## src/rtl/seq_pkg.sv

```systemverilog
package seq_pkg;

    typedef enum logic [1:0] {
        ENC_BIN,
        ENC_ONEHOT,
        ENC_DIST2,
        ENC_DIST3
    } enc_e;

    localparam int unsigned NUM_ST = 6;
    localparam int unsigned IDX_W  = 3;
    localparam logic [IDX_W-1:0] LAST_IDX = IDX_W'(NUM_ST - 1);

    typedef enum logic [IDX_W-1:0] {
        ST_IDLE  = 3'd0,
        ST_ARM   = 3'd1,
        ST_RUN   = 3'd2,
        ST_WAIT  = 3'd3,
        ST_DONE  = 3'd4,
        ST_FAULT = 3'd5
    } st_e;

    // Width of the stored state word for each coding.
    function automatic int unsigned code_width(enc_e e);
        case (e)
            ENC_BIN:    return IDX_W;
            ENC_ONEHOT: return NUM_ST;
            ENC_DIST2:  return IDX_W + 1;
            default:    return IDX_W + 3;
        endcase
    endfunction

endpackage

```

## src/rtl/seq_next.sv

```systemverilog
module seq_next
    import seq_pkg::*;
(
    input  st_e  cur_i,
    input  logic bad_i,
    input  logic start_i,
    input  logic tick_i,
    input  logic abort_i,
    output st_e  nxt_o
);

    always_comb begin
        nxt_o = cur_i;
        if (bad_i) begin
            nxt_o = ST_FAULT;
        end else begin
            unique case (cur_i)
                ST_IDLE:  if (start_i) nxt_o = ST_ARM;
                ST_ARM:   if (abort_i) nxt_o = ST_FAULT;
                          else if (tick_i) nxt_o = ST_RUN;
                ST_RUN:   if (abort_i) nxt_o = ST_FAULT;
                          else if (tick_i) nxt_o = ST_WAIT;
                ST_WAIT:  if (abort_i) nxt_o = ST_FAULT;
                          else if (tick_i) nxt_o = ST_DONE;
                ST_DONE:  nxt_o = ST_IDLE;
                ST_FAULT: if (tick_i) nxt_o = ST_IDLE;
                default:  nxt_o = ST_FAULT;
            endcase
        end
    end

endmodule

```

## src/rtl/seq_code_enc.sv

```systemverilog
module seq_code_enc
    import seq_pkg::*;
#(
    parameter enc_e        ENC = ENC_DIST3,
    parameter int unsigned W   = code_width(ENC)
) (
    input  st_e          st_i,
    output logic [W-1:0] code_o
);

    logic [IDX_W-1:0] idx;
    assign idx = st_i;

    generate
        if (ENC == ENC_BIN) begin : g_bin
            assign code_o = idx;
        end else if (ENC == ENC_ONEHOT) begin : g_onehot
            assign code_o = W'(1) << idx;
        end else if (ENC == ENC_DIST2) begin : g_dist2
            assign code_o = {^idx, idx};
        end else begin : g_dist3
            // check bits cover index bit pairs (0,1), (0,2), (1,2)
            assign code_o = {idx[1] ^ idx[2], idx[0] ^ idx[2], idx[0] ^ idx[1], idx};
        end
    endgenerate

endmodule

```

## src/rtl/seq_code_chk.sv

```systemverilog
module seq_code_chk
    import seq_pkg::*;
#(
    parameter enc_e        ENC = ENC_DIST3,
    parameter int unsigned W   = code_width(ENC)
) (
    input  logic [W-1:0] code_i,
    output st_e          st_o,
    output logic         err_o,
    output logic         corr_o
);

    generate
        if (ENC == ENC_BIN) begin : g_bin
            always_comb begin
                err_o  = 1'b0;
                corr_o = 1'b0;
                st_o   = (code_i > LAST_IDX) ? ST_FAULT : st_e'(code_i);
            end
        end else if (ENC == ENC_ONEHOT) begin : g_onehot
            always_comb begin
                corr_o = 1'b0;
                err_o  = ($countones(code_i) != 1);
                st_o   = ST_FAULT;
                for (int i = 0; i < int'(W); i++) begin
                    if (code_i[i]) st_o = st_e'(IDX_W'(i));
                end
                if (err_o) st_o = ST_FAULT;
            end
        end else if (ENC == ENC_DIST2) begin : g_dist2
            logic [IDX_W-1:0] idx;
            assign idx = code_i[IDX_W-1:0];
            always_comb begin
                corr_o = 1'b0;
                err_o  = (^code_i) | (idx > LAST_IDX);
                st_o   = err_o ? ST_FAULT : st_e'(idx);
            end
        end else begin : g_dist3
            logic [IDX_W-1:0] dat;
            logic [IDX_W-1:0] fix;
            logic [2:0]       syn;
            logic             hard;
            assign dat = code_i[IDX_W-1:0];
            assign syn = {code_i[5] ^ dat[1] ^ dat[2],
                          code_i[4] ^ dat[0] ^ dat[2],
                          code_i[3] ^ dat[0] ^ dat[1]};
            always_comb begin
                fix = dat;
                case (syn)
                    3'b011:  fix = dat ^ 3'b001;
                    3'b101:  fix = dat ^ 3'b010;
                    3'b110:  fix = dat ^ 3'b100;
                    default: fix = dat;
                endcase
                hard   = (syn == 3'b111) || (fix > LAST_IDX);
                err_o  = hard;
                corr_o = (syn != 3'b000) && !hard;
                st_o   = hard ? ST_FAULT : st_e'(fix);
            end
        end
    endgenerate

endmodule

```

## src/rtl/guarded_seq.sv

```systemverilog
module guarded_seq
    import seq_pkg::*;
#(
    parameter  enc_e        ENC = ENC_DIST3,
    localparam int unsigned W   = code_width(ENC)
) (
    input  logic         clk,
    input  logic         rst_n,
    input  logic         start_i,
    input  logic         tick_i,
    input  logic         abort_i,
    input  logic [W-1:0] flip_i,
    output logic [2:0]   state_o,
    output logic         err_o,
    output logic         corr_o
);

    logic [W-1:0] word_q;
    logic [W-1:0] word_d;
    logic [W-1:0] rst_word;
    st_e          cur;
    st_e          nxt;
    logic         bad;
    logic         fixed;

    seq_code_chk #(.ENC(ENC), .W(W)) u_chk (
        .code_i (word_q),
        .st_o   (cur),
        .err_o  (bad),
        .corr_o (fixed)
    );

    seq_next u_next (
        .cur_i   (cur),
        .bad_i   (bad),
        .start_i (start_i),
        .tick_i  (tick_i),
        .abort_i (abort_i),
        .nxt_o   (nxt)
    );

    seq_code_enc #(.ENC(ENC), .W(W)) u_enc (
        .st_i   (nxt),
        .code_o (word_d)
    );

    seq_code_enc #(.ENC(ENC), .W(W)) u_rst_enc (
        .st_i   (ST_IDLE),
        .code_o (rst_word)
    );

    // State register: the full redundant word is kept, upsets enter here.
    always_ff @(posedge clk or negedge rst_n) begin
        if (!rst_n) word_q <= rst_word;
        else        word_q <= word_d ^ flip_i;
    end

    // Output process
    always_comb begin
        state_o = cur;
        err_o   = bad;
        corr_o  = fixed;
    end

endmodule

```

## config.mk

```make
export PLATFORM = sky130hd
export DESIGN_NAME = guarded_seq
export DESIGN_NICKNAME = d
export VERILOG_FILES = /design/src/rtl/seq_pkg.sv /design/src/rtl/seq_next.sv /design/src/rtl/seq_code_enc.sv /design/src/rtl/seq_code_chk.sv /design/src/rtl/guarded_seq.sv
export SDC_FILE = /design/constraint.sdc
export NUM_CORES = 1
export LEC_CHECK = 0
export BUFFER_PORTS_ARGS = -buffer_cell sky130_fd_sc_hd__clkbuf_2
export CAP_MARGIN = 10
export CORE_MARGIN = 2
export CORE_UTILIZATION = 45
export CTS_BUF_LIST = sky130_fd_sc_hd__clkbuf_4 sky130_fd_sc_hd__clkbuf_8 sky130_fd_sc_hd__clkbuf_16
export DETAILED_ROUTE_END_ITERATION = 16
export GPL_TIMING_DRIVEN = 0
export PLACE_DENSITY = 0.67
export SYNTH_ARGS = -nofsm -noshare
export SYNTH_HDL_FRONTEND = slang
export SYNTH_SLANG_ARGS = --single-unit
```

## constraint.sdc

```tcl
create_clock -name clk -period 2.7 [get_ports clk]
set_clock_uncertainty 0.2 [all_clocks]
set_input_delay 0.27 -clock clk [delete_from_list [all_inputs] [get_ports clk]]
set_output_delay 0.27 -clock clk [all_outputs]
set_load 0.02 [all_outputs]
```

* Word level (Yosys, flattened, before mapping)
Cells that the tools add are included.
** Cells by class
- Equal/unequal tests :: 9
- Bitwise logic cells :: 13
- Magnitude comparators :: 1
- Reductions and logical operators :: 5
- Multiplexer cells :: 12
** Operator list (count)
- 3-bit two-way mux :: 10
- 3-bit one-hot mux with 6 select lines :: 1
- 3-bit == test, second input constant :: 5
- 3-bit by 2-bit == test with 1-bit output, second input constant :: 3
- 3-bit one-hot mux with 3 select lines :: 1
- 1-bit XOR :: 9
- 6-bit XOR :: 1
- 3-bit by 1-bit == test with 1-bit output, second input constant :: 1
- 3-bit > comparator, second input constant :: 1
- 3-bit zero test :: 1
- 1-bit inverter :: 3
- 3-bit nonzero test :: 1
- 1-bit logical AND :: 1
- 1-bit zero test :: 1
- 1-bit logical OR :: 1
** Word-level totals
- Bits in registers :: 6
- Output and inout port bits :: 5

* Longest topological paths before layout
- Depth after elaboration :: 13
- Mapped depth :: 9

* Worst setup path before layout
No wires, ideal clock.
- Path type :: flip-flop to flip-flop
- Start point :: register word_q[0]
- End point :: register word_q[3]
- Data required time :: 2.366 ns
- Stages on the path, launching flop included :: 9
- Path slack :: 0.306 ns
- Arrival time :: 2.060 ns
- Period minus slack after synthesis :: 2.394 ns
- Path through :: dfrtp_1 buf_6 buf_6 xor2_1 nor2_1 nor4_4 a31oi_2 and2_4 xnor3_1
** RTL lines
- start: declaration :: RTL line guarded_seq.sv:18 : logic [W-1:0] word_q;
- start signal: assignment :: RTL line guarded_seq.sv:54 : if (!rst_n) word_q <= rst_word;
- start signal: assignment :: RTL line guarded_seq.sv:55 : else word_q <= word_d ^ flip_i;
- 1-bit XOR (on tied branches) (2 in a row) :: RTL line seq_code_chk.sv:46, seq_code_chk.sv:45
- 3-bit == test / 3-bit by 2-bit == test with 1-bit output (equally long branches) :: RTL line seq_code_chk.sv:49 : case (syn)
- 3-bit one-hot mux with 3 select lines :: RTL line seq_code_chk.sv:49
- 3-bit > comparator :: RTL line seq_code_chk.sv:55 : hard = (syn == 3'b111) || (fix > LAST_IDX);
- 1-bit logical OR :: RTL line seq_code_chk.sv:55
- 3-bit two-way mux (*) :: RTL line seq_code_chk.sv:58 : st_o = hard ? ST_FAULT : st_e'(fix);
- net state_o[2] :: RTL line guarded_seq.sv:13 : output logic [2:0] state_o,
- 3-bit == test (tied with other cells) :: RTL line seq_next.sv:17 : unique case (cur_i)
- 3-bit one-hot mux with 6 select lines (*) :: RTL line seq_next.sv:17
- 3-bit two-way mux (*) :: RTL line seq_next.sv:14 : if (bad_i) begin
- 1-bit XOR (*) :: RTL line seq_code_enc.sv:23 : assign code_o = {idx[1] ^ idx[2], idx[0] ^ idx[2], idx[0] ^ idx[1], idx};
- 6-bit XOR (*) :: RTL line guarded_seq.sv:55
Mark *: on every way through the listed nets, which the timed path passes. The rest lies on a longest branch.

* Final worst setup path
- Start point :: register word_q[0]
- End point :: register word_q[3]
** Between the ends
- Longest elaborated chain between the ends :: 13
** RTL lines (RTL line)
- 1-bit XOR (on tied branches) (2 in a row) :: seq_code_chk.sv:46, seq_code_chk.sv:45
- 3-bit == test / 3-bit by 2-bit == test with 1-bit output (equally long branches) :: seq_code_chk.sv:49
- 3-bit one-hot mux with 3 select lines :: seq_code_chk.sv:49
- 3-bit > comparator :: seq_code_chk.sv:55
- 1-bit logical OR :: seq_code_chk.sv:55
- 3-bit two-way mux :: seq_code_chk.sv:58
- 3-bit two-way mux (on tied branches) :: seq_next.sv:24, seq_next.sv:20, seq_next.sv:22
- 3-bit two-way mux (on tied branches) :: seq_next.sv:23, seq_next.sv:19, seq_next.sv:21
- 3-bit one-hot mux with 6 select lines :: seq_next.sv:17
- 3-bit two-way mux (*) :: seq_next.sv:14
- 1-bit XOR (*) :: seq_code_enc.sv:23
- 6-bit XOR (*) :: guarded_seq.sv:55
Mark *: on every way between the ends. The rest lies on a longest branch, timed or not.

==> summary.md <==
| Metric | Value |
|---|---|
| GP Congestion | `0.793` |
| Drt first-iter violations | `10` |
| Via count | `783` |
| Register Area | `150 um^2` |
| Critical Path Start | `word_q[0]$_DFF_PN0_` |
| Synth Warn # | `0` |
| Hold Path Class | `input pin to register` |
| GRT Util Overall | `0.196` |
| Startpoint Class | `register` |
| Yosys reg bits | `6` |
| Endpoints failing hold | `0` |
| Final period utilization | `0.936` |
| Area of the multi-input gates | `573 um^2` |
| Slowest stage cell, crit path | `or3_1` |
| Reported max-cap violation count | `0` |
| Fmax | `396 MHz` |
| Pre-antenna DRT Iters | `4` |
| Sequential area share after synthesis | `0.182` |
| Slew Limit Fails | `0` |
| Least-Margin Pin Slew | `0.529 ns` |
| Fillers | `175` |
| Synth area leaders | `dfrtp_1 (18%), buf_6 (8.2%), xor2_1 (7.4%)` |
| Number of synthesized flops with an enable pin | `0` |
| CTS Buf Count | `3` |
| Initial core utilization | `0.477` |
| Layout cell share with drive strength beyond 1 | `0.300` |
| Crit path max-delay family | `simple AND/OR/NAND/NOR gates` |
| Root Buffer Master | `clkbuf_4` |
| Leading cell type by number of instances after synthesis | `nand2_1` |
| Vias in the first global route | `731` |
| Vias/cell | `5.40` |
| CTS tree | `built` |
| Top fanout value on the critical path | `8` |
| I/O pins | `16` |
| Avg WL per Cell | `12.6 um` |
| Syn Inst Count | `101` |
| FF-to-FF path depth | `8` |
| Clock sinks | `6` |
| RR Startpoint | `word_q[0]$_DFF_PN0_` |
| Outcome | `finished, final reports clean` |
| Detail Route Antenna Nets | `0` |
| Commonest cells in the netlist | `nand2_1 (11), nor2_1 (9), xor2_1 (7)` |
| CP Class | `register to register` |
| Biggest area consumer among synthesized cells | `dfrtp_1` |
| DRC | `0` |
| H-tree levels | `1` |
| Chip Width | `46.8 um` |
| Nets@finish | `133` |
| Layout Area Growth over Synthesis | `16.9%` |
| Largest registers | `word_q (6)` |
| Register with the most flip-flops | `word_q` |
| Crit path largest cell delay | `0.41 ns` |
| CP cell instances | `buf_6 > or3_1 > a211oi_2 > nor4_4 > a31oi_1 > o211ai_2 > and2_4 > xnor3_1` |
| Period minus WS final | `2.53 ns` |
| Dpl hpwl | `1460 um` |
| Ys async rst share | `1.00` |
| Post-synth top flop | `dfrtp_1` |
| R2r setup slk | `0.17 ns` |
| Overflow after GRT | `0` |
| Critical path depth in cells | `8` |
| Buf+Inv Stages, Crit Path | `1` |
| Area share of the largest cell type after synthesis | `0.182` |
| Number of distinct library cells after synthesis | `41` |
| Setup Fix Bufs, Post-CTS | `0` |
| Setup TNS Final | `0 ns` |
| Mapped Nets | `112` |
| Drt total wl | `1830 um` |
| CP Capture Point | `word_q[3]$_DFF_PN0_` |
| Antenna diode count | `0` |
| Max reg flops | `6` |
| Clock Tree Buf Depth | `2` |
| Relative slew slack | `0.645` |
| I/O Buffers | `15` |
| Die area | `2190 um^2` |
| Final setup fails | `0` |
| # resized after CTS | `0` |
| Core area | `1730 um^2` |
| Post-Syn Area | `823 um^2` |
| RSZ-0062 raised after global routing | `false` |
| Largest net degree at the start of global routing | `11` |
| Critical Path AT | `2.45 ns` |
| First-pass GRT wire length | `3050 um` |
| Crit end category | `register` |
| Clock slew at reported path FFs | `0.05 ns` |
| Reg2reg end | `word_q[3]$_DFF_PN0_` |
| FP Rows | `15` |
| Die H | `46.8 um` |
| Critical path required time | `2.62 ns` |
| Initial antenna violation count | `0` |
| Syn Area/Cell | `8.15 um^2` |
| Clock Latency Late Sink | `0.25 ns` |
==> worst min-delay path by stage <==
stage	start	to	cells past startpoint
4_1_cts	flip_i[4]	word_q[4]$_DFF_PN0_	2
3_5_place_dp	rst_n	word_q[4]$_DFF_PN0_	1
3_3_place_gp	rst_n	word_q[0]$_DFF_PN0_	1
6_report	flip_i[4]	word_q[4]$_DFF_PN0_	2
5_1_grt	flip_i[2]	word_q[2]$_DFF_PN0_	2
2_1_floorplan	rst_n	word_q[0]$_DFF_PN0_	0
==> cells in the final DEF, fill, tap and decap left out, types with 4 or more instances in the layout <==
| cell | n |
|---|---|
| o21ai_0 | 4 |
| clkbuf_2 | 15 |
| inv_1 | 6 |
| xor2_1 | 7 |
| nand2_1 | 11 |
| buf_6 | 6 |
| dfrtp_1 | 6 |
| xnor2_1 | 4 |
| nor2_1 | 9 |
| a21oi_1 | 5 |
==> per-stage QoR <==
step / utilization / hold WS, ns / std cells / instance area [um^2] / setup slack, ns
final: 0.557 / 0.00871 / 145 / 962 / 0.174
after global routing: 0.557 / 0.00862 / 145 / 962 / 0.0841
after CTS: 0.557 / 0.00822 / 145 / 962 / 0.145
after detailed placement: 0.538 / -0.0961 / 141 / 930 / 0.157
after global placement: 0.538 / -0.102 / 141 / 930 / 0.221
after floorplan: - / -0.226 / 101 / 823 / 0.306
==> worst reg2reg max path: cells and delay by family, from the launching register on <==
family,cells,cell delay (ns)
AND/OR/NAND/NOR,3,0.71
AO/OA/AOI/OAI,3,0.66
flip-flops,1,0.38
XOR/XNOR,1,0.32
buffers and inverters,1,0.14
==> metal layers <==
layer | share of wire | routed length [um] | vias to the layer above | track usage
li1 | - | - | 394 | -
met1 | 0.44 | 803 | 373 | 0.251
met3 | 0.022 | 40 | 2 | 0.0346
met5 | 0 | 0 | - | 0
met4 | 0.0055 | 10 | 0 | 0.0500
met2 | 0.53 | 978 | 14 | 0.342
==> kinds of logic after synthesis <==
logic type               count (synthesis)  synth area share
AO/OA/AOI/OAI                           27             0.254
XOR/XNOR                                12             0.144
adder cells (fa/ha/maj)                  1            0.0137
buffers and inverters                   14             0.122
flip-flops                               6             0.182
AND/OR/NAND/NOR                         41             0.284
==> layout make-up <==
| type | count | area share |
|---|---|---|
| inverters | 6 | 0.0234 |
| plain buffers | 8 | 0.0806 |
| well taps | 25 | 0.0325 |
| clock buffers | 3 | 0.0234 |
| repair buffers | 16 | 0.0884 |
| multi-input cells | 81 | 0.596 |
| flip-flops and latches | 6 | 0.156 |
==> what timing repair did <==
item                                    4_1_cts  5_1_grt
hold buffers                                  1        0
hold endpoints to repair                      6        0
endpoints found under the setup margin        0        0
Power is left out: the tool's default activity adds up to more than one toggle a clock period on the data nets, which glitch-free logic cannot reach.
